===== src/rtl/jpg_pkg.sv =====
package jpg_pkg;

    // Half-slot positions of each pipeline update inside one core cycle.
    localparam int SLOT_PC      = 0;  // phase 0
    localparam int SLOT_RAM_WR  = 1;  // phase 0.5
    localparam int SLOT_CARRY   = 2;  // phase 1
    localparam int SLOT_RAM_LAT = 3;  // phase 1.5
    localparam int SLOT_ACC     = 4;  // phase 2
    localparam int SLOT_ROM     = 6;  // phase 3

    typedef struct packed {
        logic pc;
        logic ram_wr;
        logic carry;
        logic ram_lat;
        logic acc;
        logic rom;
    } upd_t;

    // Index of the phase that follows phase k in a ring of n phases.
    function automatic int next_phase(input int k, input int n);
        return (k + 1) % n;
    endfunction

endpackage


===== src/rtl/jpg_ring.sv =====
module jpg_ring #(
    parameter int W = 2
) (
    input  logic         clk_i,
    input  logic         rst_i,
    output logic [W-1:0] q_o
);
    logic [W-1:0] q;

    // Twisted ring: shift left, feed back the inverted top stage.
    always_ff @(posedge clk_i) begin
        if (rst_i) begin
            q <= '0;
        end else begin
            q <= {q[W-2:0], ~q[W-1]};
        end
    end

    assign q_o = q;
endmodule


===== src/rtl/jpg_decode.sv =====
module jpg_decode #(
    parameter int NUM_PH = 4,
    localparam int W = NUM_PH / 2
) (
    input  logic [W-1:0]      q_i,
    output logic [NUM_PH-1:0] dec_o
);
    // One two-input gate per state, looking at the boundary between
    // the filled and the empty part of the ring.
    for (genvar k = 0; k < NUM_PH; k++) begin : g_gate
        if (k == 0) begin : g_empty
            assign dec_o[k] = ~q_i[W-1] & ~q_i[0];
        end else if (k < W) begin : g_fill
            assign dec_o[k] = q_i[k-1] & ~q_i[k];
        end else if (k == W) begin : g_full
            assign dec_o[k] = q_i[W-1] & q_i[0];
        end else begin : g_drain
            assign dec_o[k] = ~q_i[k-W-1] & q_i[k-W];
        end
    end
endmodule


===== src/rtl/jpg_latch.sv =====
module jpg_latch #(
    parameter int NUM_PH = 4
) (
    input  logic              clk_i,
    input  logic              rst_i,
    input  logic [NUM_PH-1:0] dec_i,
    output logic [NUM_PH-1:0] ph_o
);
    localparam logic [NUM_PH-1:0] START = NUM_PH'(1);

    logic [NUM_PH-1:0] ph;

    // Captured on the falling edge: phases lag the decode by half a clock.
    always_ff @(negedge clk_i) begin
        if (rst_i) begin
            ph <= START;
        end else begin
            ph <= dec_i;
        end
    end

    assign ph_o = ph;
endmodule


===== src/rtl/jpg_slots.sv =====
module jpg_slots
    import jpg_pkg::*;
#(
    parameter int NUM_PH = 4,
    localparam int NSLOT = 2 * NUM_PH
) (
    input  logic [NUM_PH-1:0] ph_i,
    input  logic [NUM_PH-1:0] dec_i,
    output logic [NSLOT-1:0]  slot_o,
    output upd_t              upd_o
);
    for (genvar k = 0; k < NUM_PH; k++) begin : g_half
        localparam int NXT = next_phase(k, NUM_PH);
        // Early half: captured phase k while the ring still decodes k.
        assign slot_o[2*k]   = ph_i[k] & dec_i[k];
        // Late half: captured phase k after the ring has moved on.
        assign slot_o[2*k+1] = ph_i[k] & dec_i[NXT];
    end

    always_comb begin
        upd_o.pc      = slot_o[SLOT_PC];
        upd_o.ram_wr  = slot_o[SLOT_RAM_WR];
        upd_o.carry   = slot_o[SLOT_CARRY];
        upd_o.ram_lat = slot_o[SLOT_RAM_LAT];
        upd_o.acc     = slot_o[SLOT_ACC];
        upd_o.rom     = slot_o[SLOT_ROM];
    end
endmodule


===== src/rtl/johnson_phase_gen.sv =====
module johnson_phase_gen
    import jpg_pkg::*;
#(
    parameter int NUM_PH = 4  // even, at least 4
) (
    input  logic                  clk_i,
    input  logic                  rst_i,
    output logic [NUM_PH-1:0]     phase_o,
    output logic [2*NUM_PH-1:0]   slot_o,
    output logic                  cycle_o,
    output logic                  pc_upd_o,
    output logic                  ram_wr_o,
    output logic                  carry_upd_o,
    output logic                  ram_lat_o,
    output logic                  acc_upd_o,
    output logic                  rom_upd_o
);
    localparam int W = NUM_PH / 2;

    logic [W-1:0]      ring;
    logic [NUM_PH-1:0] dec;
    logic [NUM_PH-1:0] ph;
    upd_t              upd;

    jpg_ring #(.W(W)) u_ring (
        .clk_i (clk_i),
        .rst_i (rst_i),
        .q_o   (ring)
    );

    jpg_decode #(.NUM_PH(NUM_PH)) u_dec (
        .q_i   (ring),
        .dec_o (dec)
    );

    jpg_latch #(.NUM_PH(NUM_PH)) u_lat (
        .clk_i (clk_i),
        .rst_i (rst_i),
        .dec_i (dec),
        .ph_o  (ph)
    );

    jpg_slots #(.NUM_PH(NUM_PH)) u_slots (
        .ph_i   (ph),
        .dec_i  (dec),
        .slot_o (slot_o),
        .upd_o  (upd)
    );

    assign phase_o     = ph;
    assign cycle_o     = dec[0];
    assign pc_upd_o    = upd.pc;
    assign ram_wr_o    = upd.ram_wr;
    assign carry_upd_o = upd.carry;
    assign ram_lat_o   = upd.ram_lat;
    assign acc_upd_o   = upd.acc;
    assign rom_upd_o   = upd.rom;
endmodule


===== config.mk =====
export PLATFORM = sky130hd
export DESIGN_NAME = johnson_phase_gen
export DESIGN_NICKNAME = d
export VERILOG_FILES = /design/src/rtl/jpg_pkg.sv /design/src/rtl/jpg_ring.sv /design/src/rtl/jpg_decode.sv /design/src/rtl/jpg_latch.sv /design/src/rtl/jpg_slots.sv /design/src/rtl/johnson_phase_gen.sv
export SDC_FILE = /design/constraint.sdc
export NUM_CORES = 1
export LEC_CHECK = 0
export BUFFER_PORTS_ARGS = -buffer_cell sky130_fd_sc_hd__buf_4
export CAP_MARGIN = 20
export CORE_AREA = 10 10 47 49
export CTS_CLUSTER_DIAMETER = 200
export DETAILED_ROUTE_END_ITERATION = 16
export DIE_AREA = 0 0 57 59
export SLEW_MARGIN = 20
export SYNTH_ARGS = -nofsm -noshare
export SYNTH_HDL_FRONTEND = slang
export SYNTH_HIERARCHICAL = 1
export SYNTH_SLANG_ARGS = --single-unit

===== constraint.sdc =====
create_clock -name clk_i -period 1.45 [get_ports clk_i]
set_clock_uncertainty 0.2 [all_clocks]
set_input_delay 0.145 -clock clk_i [delete_from_list [all_inputs] [get_ports clk_i]]
set_output_delay 0.145 -clock clk_i [all_outputs]
set_load 0.02 [all_outputs]

======== Yosys cells after proc, flatten, opt, wreduce, memory -nomap -nowiden ========
Index checks and enable logic that the tools add are counted.
operators by class
  bitwise gates (word level) .............. 14
operator list
  kind               count
  bitwise AND 1 bit  12
  NOT 1 bit          2
storage, ports and cells
  register bits after elaboration ......... 6
  output and inout port bits .............. 19
  word-level logic and storage cells ...... 16

======== Depth between registers and ports, before layout ========
  depth in word-level cells ............... 3
  depth in mapped cells ................... 3
  mapped depth without buffers ............ 2

======== Cells and area by module ========
The synthesis kept the hierarchy.
modules (own cells, without submodules)
  module      instances  cells an instance  area each (um^2)  seq. area each (um^2)
  jpg_latch   1          9                  116.4             80.1
  jpg_slots   1          14                 95.1              0.0
  jpg_ring    1          4                  50.0              40.0
  jpg_decode  1          4                  26.3              0.0

==> results.toml <==
[clock_tree]
cts_buffer_depth = 2
clk_pin_slew_ns = 0.05
cts_sinks = 6
cts_buffers = 3
clock_latency_ns = 0.25
cts_tree = "built"
root_buffer = "clkbuf_4"
ctsHtreeMaxLevel = 1

[worst_setup_path]
critPathKind = "register to primary output"
worstPathMaxFanout = 3
max_stage_delay_ns = 0.34
crit_chain = "and2_4 -> buf_6"
endpoint_kind = "primary output"
cp_data_required_time_ns = 1.11
cp_num_buf_inv = 1
start_kind = "register"
worst_ep_arrival_time_ns = 1.64
slowest_stage = "dfxtp_4"
crit_family = "flip-flops"

[route]
drt_iter0_drc = 3
firstDrtPassIters = 2
wirelength_um = 891
drc = 0
antenna_left = 0
route.vias.total = 309
wl_per_cell_um = 11.4
vias_per_cell = 3.96

[timing]
worstMarginPinSlew_ns = 0.0936
slew_viol_final = 0
fin_ws_ns = -0.539
slew_headroom_pct = 93.7
hold_viol = 0
final-setup-viol-count = 22
grt_setup_unrepaired = "yes"
timing.hold.ws_ns = 0.313

[synth]
syn-instance-count = 31
yosys.area.top_type = "dfxtp_1"
yosysWarnings = 6
synthMuxAreaShare_pct = 0
syn-cell-area_um2 = 288
synth_cell_types = 9
synth_xor_area_share_pct = 0
ys_ff_latch = 6
synth_nets = 33
synth_compound_area_share_pct = 0
synth_seq_area_share_pct = 41.7
synth_top_family_by_area = "simple AND/OR/NAND/NOR gates"
yosys-top-cells-area = "dfxtp_1 42%, and2_1 17%, buf_4 16%"
yosys.area_share.simple_pct = 41.3
synth.avg_cell_area_um2 = 9.28
synth_adder_area_share_pct = 0
synth_top_cell_area_share_pct = 41.7

[grt]
grt_pass1_wl_um = 1480
grt_usage_pct = 5.74
antenna_found_initial = 0
grt_pass1_vias = 345
grt_max_degree = 6
gr-total-overflow = 0

[cells_and_area]
layout_commonest_cell = "buf_6"
utilization_pct = 47.5
diodes = 0
syn_to_final_growth_pct = 131
layout-drive-gt1-share_pct = 85.5
mostFrequentLayoutCells = "21 x buf_6, 9 x and2_4, 8 x buf_4"
final_nets = 65

[pwr]
pwr-share-clk_pct = 40.4
seq_power_share_pct = 33.3
comb_power_share_pct = 26.3
switching_power_uw = 164
peakVddDrop_v = 0.000498
p_sw_share_pct = 30.5
intPower_uw = 372
pwr_density_cell_mw_per_mm2 = 805
p_leak_nw = 0.342

[die]
rows = 14
die_h_um = 59
io_pins = 21
core_area_mm2 = 0.00140
die_area_mm2 = 0.00336
die_w_um = 57
start_util_pct = 20.5

[hold_path]
min_path_type = "register to register"

[place]
gp_congestion = 0.708
dp_hpwl_um = 645
port_buffers = 20

[run_status]
status = "complete, but fails checks"
violations = "negative setup slack"

[flow_run]
cap_violations = 0
[area by class of cell]
type,instances,area (um^2)
flip-flops and latches,6,143
multi-input cells,18,155
repair buffers,30,307
fillers,150,736
clock inverters,4,15.0
clock buffers,4,26.3
well taps,16,20.0
[power by group through the flow]
stage,combinational (mW),sequential [mW],clock (mW)
2_1_floorplan,0.0596,0.187,0.0212
3_3_place_gp,0.107,0.181,0.0212
3_5_place_dp,0.107,0.181,0.0212
4_1_cts,0.133,0.179,0.221
5_1_grt,0.150,0.181,0.254
6_report,0.141,0.178,0.216
[worst register-to-register path, cell delays in order, from the launching register on]
cell,delay (ns)
dfxtp_4,0.36
and2b_2,0.22
and2b_2,0.18
[final timing paths]
path                      start            end  slack (ns)  cells after the start
setup / recovery  u_lat/ph_o[0]      slot_o[0]       -0.54                      2
hold / removal    u_ring/q_o[0]  u_ring/q_o[1]        0.31                      1
setup reg to reg  u_ring/q_o[0]  u_lat/ph_o[3]       -0.29                      2
hold reg to reg   u_ring/q_o[0]  u_ring/q_o[1]        0.31                      1
[layer usage]
metal,share of wire (%),GRT usage (%)
met5,0,0
met3,13,4.29
met4,2.4,6.04
met1,26,4.34
met2,58,8.99
[metrics by stage]
step	setup TNS (ns)	cell area (um^2)	cells	total power [mW]	setup WS, ns
after floorplan	-4.16	347	31	0.268	-0.306
after global placement	-4.69	490	66	0.309	-0.311
after detailed placement	-4.72	490	66	0.309	-0.318
after CTS	-9.92	636	77	0.533	-0.531
after global routing	-10.88	666	78	0.585	-0.580
final	-9.98	666	78	0.536	-0.539
[synthesized netlist by cell type]
cell,n
and2_1,8
inv_1,1
and2b_2,4
and2_2,1
buf_4,6
nor2_1,2
nor2b_1,2
dfxtp_1,6
or2_1,1
[what timing repair did]
action	4_1_cts	5_1_grt
buffers inserted	3	1
hold buffers	1	0
resized for setup	22	6
setup endpoints to repair	22	23
pin swaps	4	0
hold endpoints to repair	2	0
[flip-flops by register name, summed over array words and instances, names as in the netlist]
signal and cells:
u_lat/ph_o 4, u_ring/q_o 2
[cells by family (layout without fill, tap and decap cells)]
family,after synthesis,count (layout)
flops,6,6
buf+inv,7,38
simple gates,18,18
(Power assumes the default switching activity.)
